### src/rtl/scaler_pkg.sv
package scaler_pkg;
   typedef enum logic [1:0] {
      GM_INHIBIT = 2'b00,
      GM_ZERO    = 2'b01,
      GM_TEST    = 2'b10,
      GM_SPARE   = 2'b11
   } gate_mode_t;
endpackage

### src/rtl/scaler_sync.sv
module scaler_sync #(
   parameter int W = 1
) (
   input  logic         clk,
   input  logic         rst_n,
   input  logic [W-1:0] d,
   output logic [W-1:0] lvl,
   output logic [W-1:0] dly
);
   for (genvar i = 0; i < W; i++) begin : g_bit
      logic [2:0] sh;
      always_ff @(posedge clk or negedge rst_n) begin
         if (!rst_n) sh <= '0;
         else        sh <= {sh[1:0], d[i]};
      end
      assign lvl[i] = sh[1];
      assign dly[i] = sh[2];
   end
endmodule

### src/rtl/scaler_gate_dec.sv
module scaler_gate_dec
   import scaler_pkg::*;
(
   input  logic [1:0] mode,
   input  logic       lvl,
   input  logic       rise,
   output logic       inhibit,
   output logic       hold_zero,
   output logic       test_pulse
);
   gate_mode_t m;
   assign m = gate_mode_t'(mode);

   always_comb begin
      inhibit    = 1'b0;
      hold_zero  = 1'b0;
      test_pulse = 1'b0;
      case (m)
         GM_INHIBIT: inhibit    = lvl;
         GM_ZERO:    hold_zero  = lvl;
         GM_TEST:    test_pulse = rise;
         default:    ;
      endcase
   end
endmodule

### src/rtl/scaler_cell.sv
module scaler_cell #(
   parameter int CW = 32
) (
   input  logic          clk,
   input  logic          rst_n,
   input  logic          inc,
   input  logic          clr_now,
   input  logic          auto_clr,
   input  logic          trig,
   output logic [CW-1:0] cnt,
   output logic [CW-1:0] lat
);
   localparam logic [CW-1:0] ONE = {{(CW-1){1'b0}}, 1'b1};

   always_ff @(posedge clk or negedge rst_n) begin
      if (!rst_n) begin
         cnt <= '0;
         lat <= '0;
      end else begin
         if (trig) lat <= cnt;
         if (clr_now)
            cnt <= '0;
         else if (trig && auto_clr)
            cnt <= inc ? ONE : '0;
         else if (inc)
            cnt <= cnt + ONE;
      end
   end
endmodule

### src/rtl/scaler_bank.sv
module scaler_bank #(
   parameter int NCH = 8,
   parameter int CW  = 32,
   localparam int IW = (NCH > 1) ? $clog2(NCH) : 1
) (
   input  logic              clk,
   input  logic              rst_n,
   input  logic [NCH-1:0]    ch_in,
   input  logic              gate_in,
   input  logic [1:0]        gate_mode,
   input  logic              auto_clr_en,
   input  logic              trig,
   input  logic              sw_clr,
   input  logic [IW-1:0]     rd_idx,
   output logic [CW-1:0]     rd_data,
   output logic [NCH*CW-1:0] latch_flat
);
   if (NCH < 1 || NCH > 128) begin : g_bad_nch
      $error("scaler_bank: NCH must be 1..128");
   end
   if (CW < 2) begin : g_bad_cw
      $error("scaler_bank: CW must be at least 2");
   end

   logic [NCH:0]      s_lvl, s_dly;
   logic [NCH-1:0]    ch_rise;
   logic              inhibit, hold_zero, test_pulse;
   logic [NCH*CW-1:0] cnt_flat;
   logic [CW-1:0]     cnt_arr [NCH];

   scaler_sync #(.W(NCH + 1)) sync_i (
      .clk(clk), .rst_n(rst_n), .d({gate_in, ch_in}),
      .lvl(s_lvl), .dly(s_dly)
   );

   assign ch_rise = s_lvl[NCH-1:0] & ~s_dly[NCH-1:0];

   scaler_gate_dec gate_i (
      .mode(gate_mode), .lvl(s_lvl[NCH]),
      .rise(s_lvl[NCH] & ~s_dly[NCH]),
      .inhibit(inhibit), .hold_zero(hold_zero), .test_pulse(test_pulse)
   );

   for (genvar i = 0; i < NCH; i++) begin : g_ch
      scaler_cell #(.CW(CW)) cell_i (
         .clk(clk), .rst_n(rst_n),
         .inc((ch_rise[i] | test_pulse) & ~inhibit),
         .clr_now(sw_clr | hold_zero),
         .auto_clr(auto_clr_en), .trig(trig),
         .cnt(cnt_arr[i]), .lat(latch_flat[i*CW +: CW])
      );
      assign cnt_flat[i*CW +: CW] = cnt_arr[i];
   end

   if ((1 << IW) == NCH) begin : g_rd_full
      always_ff @(posedge clk or negedge rst_n) begin
         if (!rst_n) rd_data <= '0;
         else        rd_data <= cnt_arr[rd_idx];
      end
   end else begin : g_rd_part
      always_ff @(posedge clk or negedge rst_n) begin
         if (!rst_n)                     rd_data <= '0;
         else if (int'(rd_idx) < NCH)    rd_data <= cnt_arr[rd_idx];
         else                            rd_data <= '0;
      end
   end
endmodule

### config.mk
export PLATFORM = sky130hd
export DESIGN_NAME = scaler_bank
export DESIGN_NICKNAME = d
export VERILOG_FILES = /design/src/rtl/scaler_pkg.sv /design/src/rtl/scaler_sync.sv /design/src/rtl/scaler_gate_dec.sv /design/src/rtl/scaler_cell.sv /design/src/rtl/scaler_bank.sv
export SDC_FILE = /design/constraint.sdc
export NUM_CORES = 1
export LEC_CHECK = 0
export BUFFER_PORTS_ARGS = -buffer_cell sky130_fd_sc_hd__buf_4
export CORE_MARGIN = 2
export CORE_UTILIZATION = 38
export CTS_CLUSTER_SIZE = 8
export DETAILED_ROUTE_END_ITERATION = 10
export PLACE_DENSITY_LB_ADDON = 0.25
export SETUP_SLACK_MARGIN = 0.1
export SLEW_MARGIN = 10
export SYNTH_ARGS = -nofsm -noshare
export SYNTH_HDL_FRONTEND = slang
export SYNTH_SLANG_ARGS = --single-unit
export TNS_END_PERCENT = 5
### constraint.sdc
create_clock -name clk -period 3 [get_ports clk]
set_clock_uncertainty 0.1 [all_clocks]
set_input_delay 0.45 -clock clk [delete_from_list [all_inputs] [get_ports clk]]
set_output_delay 0.45 -clock clk [all_outputs]
set_load 0.005 [all_outputs]
* Word level (Yosys, flattened, before mapping) *
Index checks and enable logic that the tools add are counted.

operators by class
  $lt $le $gt $ge = 1
  $add $sub $neg = 8
  bitwise gates (word level) = 23
  mux-type cells = 38
  equality and inequality tests = 2
  reductions and logical operators = 10

operator list
  operator                                             count
  two-way mux 32 bit                                   26
  adder 32 x 1 -> 32 bit, second input constant        8
  binary-select mux 32 bit (select 3 bit)              1
  nonzero test 3 bit                                   8
  two-way mux 1 bit                                    11
  bitwise AND 1 bit                                    9
  bitwise OR 1 bit                                     9
  bitwise AND 8 bit                                    1
  inverter 8 bit                                       1
  >= comparator 4 bit, second input constant           1
  inverter 3 -> 4 bit                                  1
  equality test 2 x 1 -> 1 bit, second input constant  1
  equality test 2 bit, second input constant           1
  zero test 2 bit                                      1
  inverter 1 bit                                       2
  logical AND 1 bit                                    1

storage, ports and cells
  flip-flop bits (word level) = 571
  logic and storage cells = 108
  output and inout port bits = 288

* Longest topological paths before layout *
Gate-level depths: netlist of run 1.

  word-level depth = 8
  mapped depth = 8

* By module *
Synthesis of run 1 repeated with hierarchy kept, for this count alone.

unflattened totals
  cells, all modules = 2254
  area, all modules = 27098.5 µm²

modules (own cells, without submodules)
  module           sequential area each (µm²)  times used  area an instance (µm²)  cells an instance
  scaler_cell      1601.5                      8           2909.0                  255
  scaler_bank      800.8                       1           2985.4                  166
  scaler_sync      675.6                       1           810.8                   45
  scaler_gate_dec  0.0                         1           30.0                    3

* Least setup slack after synthesis of run 1 *
No wires, ideal clock.

  path type = input to register
  start point = input gate_mode[0]
  end point = register g_ch[1].cell_i.cnt[25]
  path buffers = 2
  data arrival time = 2.324 ns
  cell stages on the path = 7
  data required time = 2.822 ns
  setup time = 0.078 ns
  setup slack = 0.498 ns
  cells stage by stage = or3b_1 buf_2 a21o_1 or4_1 buf_2 or3_1 a21oi_1

on the way
  cells in the longest elaborated chain, start to end = 5
  elaborated cells on any way between the ends = 12
  classes of those cells = eq/ne: 2; mux: 4; bitwise: 4; reduce/logical: 2

ends and longest elaborated chain
  item                                                           RTL line               text
  start: declaration                                             scaler_bank.sv:10      input logic [1:0] gate_mode,
  equality test 2 bit / zero test 2 bit (equally long branches)  scaler_gate_dec.sv:18  case (m)
  two-way mux 1 bit                                              scaler_gate_dec.sv:18
  bitwise OR 1 bit / inverter 1 bit (equally long branches)      scaler_bank.sv:47      .inc((ch_rise[i] | test_pulse) & ~inhibit),
  bitwise AND 1 bit                                              scaler_bank.sv:47
  nonzero test 3 bit (no line)                                   n/a
  end signal: assignment                                         scaler_cell.sv:24      cnt <= inc ? ONE : '0;
  end signal: assignment                                         scaler_cell.sv:26      cnt <= cnt + ONE;
  end: declaration                                               scaler_cell.sv:10      output logic [CW-1:0] cnt,

Parallel ways exist; a longest one is shown, timed or not.
A chain may end at the register's enable or synchronous reset.

* Worst setup path after layout of run 1 *
  start point = register g_ch[3].cell_i.cnt[4]
  end point = register g_ch[3].cell_i.cnt[29]

on the way
  cells in the longest elaborated chain, start to end = 4

ends and longest elaborated chain
  item                      RTL line           text
  start: declaration        scaler_cell.sv:10
  start signal: assignment  scaler_cell.sv:24
  start signal: assignment  scaler_cell.sv:26
  adder 32 x 1 -> 32 bit    scaler_cell.sv:26
  two-way mux 32 bit        scaler_cell.sv:25  else if (inc)
  two-way mux 32 bit        scaler_cell.sv:23  else if (trig && auto_clr)
  two-way mux 32 bit        scaler_cell.sv:21  if (clr_now)

Every way passes these cells. The select of a mux whose other input is x is not followed.

==> results of run 1 <==
[layer usage]
layer | global-route usage | routed length (microns) | vias to the layer above | share of wire
met5 | 0 | 0 | - | 0
met2 | 0.350 | 36900 | 780 | 0.45
met3 | 0.0463 | 5790 | 121 | 0.071
met1 | 0.333 | 36400 | 9868 | 0.45
met4 | 0.0880 | 2600 | 0 | 0.032
li1 | - | - | 8398 | -
[metrics by stage]
| step | power (mW) | cell area, sq um | hold slack (ns) | setup slack [ns] |
|---|---|---|---|---|
| finish | 16.5 | 32000 | 0.211 | 0.245 |
| global placement | 8.65 | 29700 | 0.234 | 0.116 |
| CTS | 16.7 | 31900 | 0.197 | 0.299 |
| global route | 17.1 | 31900 | 0.245 | 0.118 |
| floorplan | 8.27 | 26000 | 0.0544 | 0.498 |
| detailed placement | 8.66 | 29700 | 0.236 | 0.0901 |
[area by class of cell]
cell class	count	area (sq um)	share of cell area
clock buffer	84	2060	0.0645
timing repair buffer	397	3210	0.100
inverter	30	113	0.00352
tap	873	1090	0.0342
clock inverter	4	38.8	0.00121
antenna	1	2.50	0.0000783
sequential	571	14300	0.447
multi-input combinational	1440	11100	0.349
[worst min-delay path, stage by stage]
cell,delay (ns)
buf_4,0.10
a31o_2,0.26
nor2_1,0.08
[state kept, by name, indices dropped and copies added, names as in the netlist]
signal and count:
sync_i.g_bit.sh 27, g_ch.cell_i.cnt 256, g_ch.cell_i.lat 256, rd_data 32
[placed cells by master (no fill, tap or decap), types with 29 or more instances in the layout]
cell       synthesis  layout
dfrtp_1          571     571
buf_4              0     370
mux2_2           289     289
nor2_1           219     219
nand2_1          118     118
xnor2_1          115     115
nand3_1           89      89
nand4_1           82      82
xor2_1            82      82
clkbuf_16          0      82
mux4_2            64      64
nor4_1            58      57
a21oi_1           45      44
nor3_1            44      44
or3_1             34      34
o21ai_0           32      32
inv_1             30      30
and3_1            29      29
[cells in the mapped netlist, types with 44 or more instances]
cell | count | area [sq um]
nand2_1 | 118 | 443
clkbuf_1 | 104 | 390
mux4_2 | 64 | 1440
dfrtp_1 | 571 | 14300
xor2_1 | 82 | 718
xnor2_1 | 115 | 1010
nand4_1 | 82 | 513
nor2_1 | 219 | 822
nor3_1 | 44 | 220
nand3_1 | 89 | 445
mux2_2 | 289 | 3250
nor4_1 | 58 | 363
a21oi_1 | 45 | 225
[report_power, final]
group          total, mW  internal [mW]  switching (mW)
combinational      0.719          0.251           0.467
clock               7.99           4.78            3.20
sequential          7.82           7.77          0.0544
[kinds of logic after synthesis]
group | after synthesis
AND/OR/NAND/NOR | 757
XOR/XNOR | 197
buffers and inverters | 147
adder cells (fa/ha/maj) | 8
AO/OA/AOI/OAI | 115
flip-flops | 571
multiplexers | 363
[final timing paths]
path / from / to / slack (ns)
min in group asynchronous: rst_n / g_ch[5].cell_i.cnt[7] / 0.31
min: sw_clr / g_ch[4].cell_i.cnt[0] / 0.21
max in group asynchronous: rst_n / g_ch[2].cell_i.lat[19] / 1.59
min reg2reg: sync_i.g_bit[7].sh[0] / sync_i.g_bit[7].sh[1] / 0.24
max: g_ch[3].cell_i.cnt[4] / g_ch[3].cell_i.cnt[29] / 0.25
max reg2reg: g_ch[3].cell_i.cnt[4] / g_ch[3].cell_i.cnt[29] / 0.25
[timing repair]
action,in CTS,in global routing
hold buffers,10,0
endpoints found under the hold margin,54,0
setup endpoints to repair,0,0
resized for setup,0,0
==> results.toml, run 1 <==
[grt]
antenna_found_initial = 1
grt_max_degree = 107
gr-usage-all-layers = 0.233
grt_pass1_vias = 19400
grt_overflow = 0
grt_pass1_wl_microns = 124000

[timing]
hold_viol = 0
worstMarginPinSlew_ns = 1.06
setup_tns_ns = 0
rsz0062_at_grt = "no"
period_share = 0.918
setup_violations = 0
max_freq_ghz = 0.363
slew_violations = 0
post-route-min-period_ns = 2.75
slew-limit-headroom = 0.290

[synth]
yosys_warnings = 0
ys_seq_area_frac = 0.550
async_flop_share = 1.00
synth_edf_count = 0
synth_fa_ha_area_frac = 0.00385
synth_top_family_by_area = "multiplexers"
syn_nets = 2185
syn_area_sq_mm = 0.0260
ys_types = 44
synth_top_flop_cell = "dfrtp_1"
muxShareOfSynthArea = 0.185
ys_seq_elements = 571
syn_avg_cell_area_sq_um = 12.0
synth_compound_area_frac = 0.0260
syn_inst = 2158
synth-xor-area-share = 0.0664
synthSimpleGateAreaFrac = 0.148

[routing]
viasPerCell = 5.64
vias = 19200
drt-total-wl_microns = 81700
ant_nets = 0
first_pass_iters = 5
initialDrtViolationCount = 1584
drc = 0
wl_per_cell_microns = 24.0

[placement]
dp_cells = 3301
dp_hpwl_microns = 60000
gp_congestion = 0.863
io_buffers = 306

[final_layout]
nets = 2548
syn2layout_area_growth_pct = 23.0
fin_util = 0.474
final_cells = 3400
drive_gt1_frac = 0.331
fillerInstances = 6022

[worst_hold_path]
holdPathStages = 3
min-delay-path-class = "in2reg"

[clock_network]
cts_tree = "done"
post_cts_buffers = 0
numClockSinks = 571
cts_buffer_depth = 3
h-tree-depth = 3
clk_latency_ns = 0.62
path_clk_slew_ns = 0.05
cts-root-buf = "clkbuf_16"
numCtsBuffers = 81

[critical_path]
endpoint_kind = "register"
path_cells = "and3_1 > o211ai_1 > or4_1 > or4_1 > a21oi_1"
cp.buffers_inverters = 0
crit_top_cell = "or4_1"
ff2ff_path_depth = 5
worstSetupPathDepth = 5
crit_fanout = 15
arrival_ns = 3.19
critPathTopFamily = "simple AND/OR/NAND/NOR gates"
cp_slowest_cell = "or4_1"
slowest_delay_ns = 0.91
cp.required_ns = 3.43
critPathKind = "reg2reg"
critPathLaunchType = "register"

[run]
cap_violations = 0

[floorplanning]
die_h_microns = 265
core_sq_mm = 0.0674
die-area_sq_mm = 0.0705
initial_core_util = 0.385
num_io_pins = 307
die_x_microns = 265
rows = 95

[pwr]
ir_worst_vdd_mv = 0.419
cellLeakagePower_nw = 14.6
power_density_mw_per_mm2 = 517

[status]
status = "completed"
Power figures use the tool's default switching activity.
==> run 2: changes to the inputs <==
--- a/config.mk
+++ b/config.mk
@@ -5,14 +5,14 @@
 export SDC_FILE = /design/constraint.sdc
 export NUM_CORES = 1
 export LEC_CHECK = 0
-export BUFFER_PORTS_ARGS = -buffer_cell sky130_fd_sc_hd__buf_4
 export CORE_MARGIN = 2
-export CORE_UTILIZATION = 38
+export CORE_UTILIZATION = 30
 export CTS_CLUSTER_SIZE = 8
 export DETAILED_ROUTE_END_ITERATION = 10
+export DONT_BUFFER_PORTS = 1
 export PLACE_DENSITY_LB_ADDON = 0.25
 export SETUP_SLACK_MARGIN = 0.1
-export SLEW_MARGIN = 10
+export SLEW_MARGIN = 20
 export SYNTH_ARGS = -nofsm -noshare
 export SYNTH_HDL_FRONTEND = slang
 export SYNTH_SLANG_ARGS = --single-unit
==> results.toml, run 2 (synthesized netlist as in run 1, its figures left out) <==
[status]
status = "completed"

[final_layout]
drive_gt1_frac = 0.221
seq_area_sq_mm = 0.0143
syn2layout_area_growth_pct = 20.1
final_area_sq_mm = 0.0312
fin_util = 0.365
mostFrequentLayoutCell = "dfrtp_1"
layout_common_cells = "571 x dfrtp_1, 289 x mux2_2, 219 x nor2_1"
top_regs = "g_ch.cell_i.cnt (256), g_ch.cell_i.lat (256), rd_data (32)"
nets = 2350
fillerInstances = 8176
multi_input_area_sq_mm = 0.0112

[clock_network]
cts-root-buf = "clkbuf_16"
h-tree-depth = 3
numClockSinks = 571
path_clk_slew_ns = 0.05
cts_buffer_depth = 3
cts_tree = "done"
numCtsBuffers = 82
post_cts_buffers = 0
clk_latency_ns = 0.64

[pwr]
power.total_mw = 16.7
cellLeakagePower_nw = 13.8
power_density_mw_per_mm2 = 537
ir_worst_vdd_mv = 0.385

[timing]
fin_ws_ns = 0.219
worstMarginPinSlew_ns = 0.912
period_share = 0.927
setup_violations = 0
max_freq_ghz = 0.360
setup_tns_ns = 0
post-route-min-period_ns = 2.78
rsz0062_at_grt = "yes"
slew-limit-headroom = 0.392
slew_violations = 0
hold_viol = 0

[run]
cap_violations = 0

[floorplanning]
num_io_pins = 307
rows = 107
initial_core_util = 0.304
die_h_microns = 298
die_x_microns = 298
die-area_sq_mm = 0.0889
core_sq_mm = 0.0855

[placement]
io_buffers = 0
placed_area_sq_mm = 0.0274
gp_congestion = 0.857
dp_slack_ns = 0.216
dp_hpwl_microns = 62000

[critical_path]
crit_fanout = 15
slowest_delay_ns = 0.94
critPathLaunchType = "register"
ff2ff_path_depth = 5
crit_top_cell = "or4_1"
critPathKind = "reg2reg"
endpoint_kind = "register"
cp_slowest_cell = "or4_1"
arrival_ns = 3.23
cp.required_ns = 3.45
path_cells = "and3_1 > o211ai_1 > or4_1 > or4_1 > a21oi_1"

[routing]
ant_nets = 0
drt-total-wl_microns = 89200
wl_met3_microns = 7780
dr.max_layer_used = "met5"
viasPerCell = 5.25
vias = 18300
wl_per_cell_microns = 25.6
dr_wl_met2_microns = 40300
wl_met1_microns = 38900
drc = 0
first_pass_iters = 5
initialDrtViolationCount = 1544

[worst_hold_path]
holdPathStages = 2
min-delay-path-class = "in2reg"

[grt]
gr-usage-all-layers = 0.199
grt_max_degree = 572
grt_pass1_wl_microns = 131000
grt_pass1_vias = 18500
grt_overflow = 0
antenna_found_initial = 9
## run 2: changes by cell type in the layout (fill, tap and decap cells not counted), moves of 2 or more
| cell | change |
|---|---|
| clkbuf_8 | +2 |
| buf_4 | -322 |
| buf_12 | -11 |
| buf_16 | +6 |
| inv_6 | +2 |
| buf_8 | -2 |
| dlygate4sd3_1 | +130 |
## run 2: per-layer routing
metal	global-route usage	vias to the layer above
li1	-	8029
met1	0.266	9507
met2	0.305	628
met3	0.0650	95
met4	0.0628	2
met5	0	-
## run 2: worst paths after layout
path,endpoint,slack (ns),from
worst min-delay path,rd_data[31],0.07,rd_idx[1]
worst max register to register,g_ch[3].cell_i.cnt[27],0.22,g_ch[3].cell_i.cnt[4]
worst min register to register,sync_i.g_bit[5].sh[1],0.25,sync_i.g_bit[5].sh[0]
worst max-delay path,g_ch[3].cell_i.cnt[27],0.22,g_ch[3].cell_i.cnt[4]
min in group asynchronous,g_ch[7].cell_i.cnt[27],0.34,rst_n
max in group asynchronous,g_ch[0].cell_i.cnt[21],0.46,rst_n
## run 2: worst max-delay path: cells and delay by family, from the launching register on
kind            cells  cell delay [ns]
compound gates      2             0.43
simple gates        3             1.70
flops               1             0.45
## run 2: area by class of cell
class                           count  area share
Antenna cell                        1   0.0000802
Clock buffer                       88      0.0678
Clock inverter                      8     0.00249
Inverter                           30     0.00361
Multi-Input combinational cell   1440       0.358
Sequential cell                   571       0.458
Tap cell                         1144      0.0459
Timing Repair Buffer              198      0.0643
## run 2: power by group
group	internal, mW	switching (mW)	leakage, nW
logic	0.207	0.382	4.78
clock network	4.93	3.39	1.08
registers	7.77	0.0659	7.91
total	12.9	3.84	13.8
## run 2: per-stage QoR
stage,hold WS [ns],instances
finish,0.0716,3480
global route,0.0421,3479
CTS,-0.602,3474
detailed placement,0.0803,3236
global placement,0.0825,3236
floorplan,0.0544,2158
## run 2: repair_timing
item,4_1_cts,5_1_grt
hold buffers,142,2
endpoints found under the hold margin,826,374
setup endpoints to repair,0,2
resized for setup,0,1
==> run 3: changes to the inputs <==
--- a/config.mk
+++ b/config.mk
@@ -6,7 +6,7 @@
 export NUM_CORES = 1
 export LEC_CHECK = 0
 export CORE_MARGIN = 2
-export CORE_UTILIZATION = 30
+export CORE_UTILIZATION = 55
 export CTS_CLUSTER_SIZE = 8
 export DETAILED_ROUTE_END_ITERATION = 10
 export DONT_BUFFER_PORTS = 1
==> results.toml, run 3 (synthesized netlist as in run 1, its figures left out) <==
[critical_path]
crit_fanout = 8
cp.required_ns = 3.43
critPathLaunchType = "register"
critPathKind = "reg2reg"
arrival_ns = 3.18
endpoint_kind = "register"

[status]
violations = "hold timing, slew limit"
status = "finished, violations left"

[floorplanning]
initial_core_util = 0.558
rows = 79
die-area_sq_mm = 0.0490
die_h_microns = 221
num_io_pins = 307
die_x_microns = 221
core_sq_mm = 0.0466

[clock_network]
post_cts_buffers = 0
h-tree-depth = 3
hold_buffers = 181
cts_buffer_depth = 3
numCtsBuffers = 81
path_clk_slew_ns = 0.05
numClockSinks = 571
cts-root-buf = "clkbuf_16"
cts_tree = "done"
clk_latency_ns = 0.62

[timing]
setup_violations = 0
post-route-min-period_ns = 2.74
slew-limit-headroom = -0.0284
holdWs_ns = -0.520
slew_violations = 133
hold_viol = 571
max_freq_ghz = 0.364
period_share = 0.915
worstMarginPinSlew_ns = 1.54
setup_tns_ns = 0
rsz0062_at_grt = "no"

[final_layout]
layout_common_cells = "571 x dfrtp_1, 289 x mux2_2, 219 x nor2_1"
top_regs = "g_ch.cell_i.cnt (256), g_ch.cell_i.lat (256), rd_data (32)"
mostFrequentLayoutCell = "dfrtp_1"
nets = 2371
syn2layout_area_growth_pct = 18.0
drive_gt1_frac = 0.209

[pwr]
p_int_mw = 12.9
clkPwrFrac = 0.495
power_density_mw_per_mm2 = 532
power.total_mw = 16.3
swShare = 0.210
cellLeakagePower_nw = 13.9
ir_worst_vdd_mv = 0.547
pwr-share-comb = 0.024
seq_power_share = 0.480
power.net_switching_mw = 3.43

[run]
cap_violations = 0

[routing]
drc = 0
initialDrtViolationCount = 2211
first_pass_iters = 7
vias = 18800
wl_per_cell_microns = 25.9
ant_nets = 0
drt-total-wl_microns = 76500
viasPerCell = 6.36

[grt]
grt_overflow = 0
gr-usage-all-layers = 0.313
antenna_found_initial = 2
grt_max_degree = 572
grt_pass1_vias = 19000
grt_pass1_wl_microns = 118000

[worst_hold_path]
min-delay-path-class = "in2async"

[placement]
dp_hpwl_microns = 50900
gp_congestion = 0.930
io_buffers = 0
## run 3: cell types whose count changed in the layout (fill, tap and decap cells not counted), moves of 2 or more
cell / previous run / this run
buf_16: 6 / 1
buf_4: 48 / 35
clkinv_2: 2 / 0
clkbuf_1: 3 / 1
clkinv_8: 2 / 0
dlygate4sd3_1: 140 / 179
clkbuf_8: 2 / 0
## run 3: metrics by stage
stage,setup WS (ns),utilization,instance area [sq um],cells
global placement,0.281,0.573,26700,2687
global route,0.167,0.658,30600,2956
floorplan,0.498,-,26000,2158
CTS,0.289,0.658,30600,2956
finish,0.256,0.658,30600,2958
detailed placement,0.249,0.573,26700,2687
## run 3: final cells by class
cell class,count,area (sq um)
Antenna cell,2,5.00
Clock buffer,84,2080
Clock inverter,4,56.3
Fill cell,3348,15900
Inverter,30,113
Multi-Input combinational cell,1440,11200
Sequential cell,571,14300
Tap cell,607,759
Timing Repair Buffer,220,2180
## run 3: layer usage
metal | track usage | share of wire | vias up
met5 | 0 | 0.00024 | -
met4 | 0.120 | 0.035 | 2
met3 | 0.0856 | 0.10 | 160
met2 | 0.464 | 0.45 | 927
met1 | 0.444 | 0.42 | 9683
li1 | - | - | 8038
## run 3: power groups by stage
stage / Combinational (mW) / Clock, mW / Sequential, mW
3_5_place_dp: 0.319 / 0 / 7.95
5_1_grt: 0.421 / 8.54 / 7.83
4_1_cts: 0.392 / 8.21 / 7.83
2_1_floorplan: 0.348 / 0 / 7.92
6_report: 0.398 / 8.07 / 7.83
3_3_place_gp: 0.314 / 0 / 7.95
## run 3: worst max-delay path, cell delays in order (launching register included)
cell and delay (ns):
dfrtp_1 0.42, or3b_1 0.51, a211o_1 0.38, or4_1 0.64, or4_1 0.44, a21oi_1 0.17
## run 3: worst paths after layout
check / to / from / cells past startpoint / slack, ns
min reg2reg: sync_i.g_bit[6].sh[1] / sync_i.g_bit[6].sh[0] / 0 / 0.24
max reg2reg: g_ch[4].cell_i.cnt[29] / sync_i.g_bit[8].sh[1] / 5 / 0.26
min: g_ch[7].cell_i.lat[20] / rst_n / 0 / -0.52
max: g_ch[4].cell_i.cnt[29] / sync_i.g_bit[8].sh[1] / 5 / 0.26
min in group clk: rd_data[29] / rd_idx[1] / 2 / 0.07
max in group asynchronous: g_ch[3].cell_i.lat[20] / rst_n / 0 / 2.11
## run 3: repair_timing
action | CTS | global route
endpoints found under the setup margin | 0 | 0
resized for setup | 0 | 0
hold endpoints to repair | 868 | 571
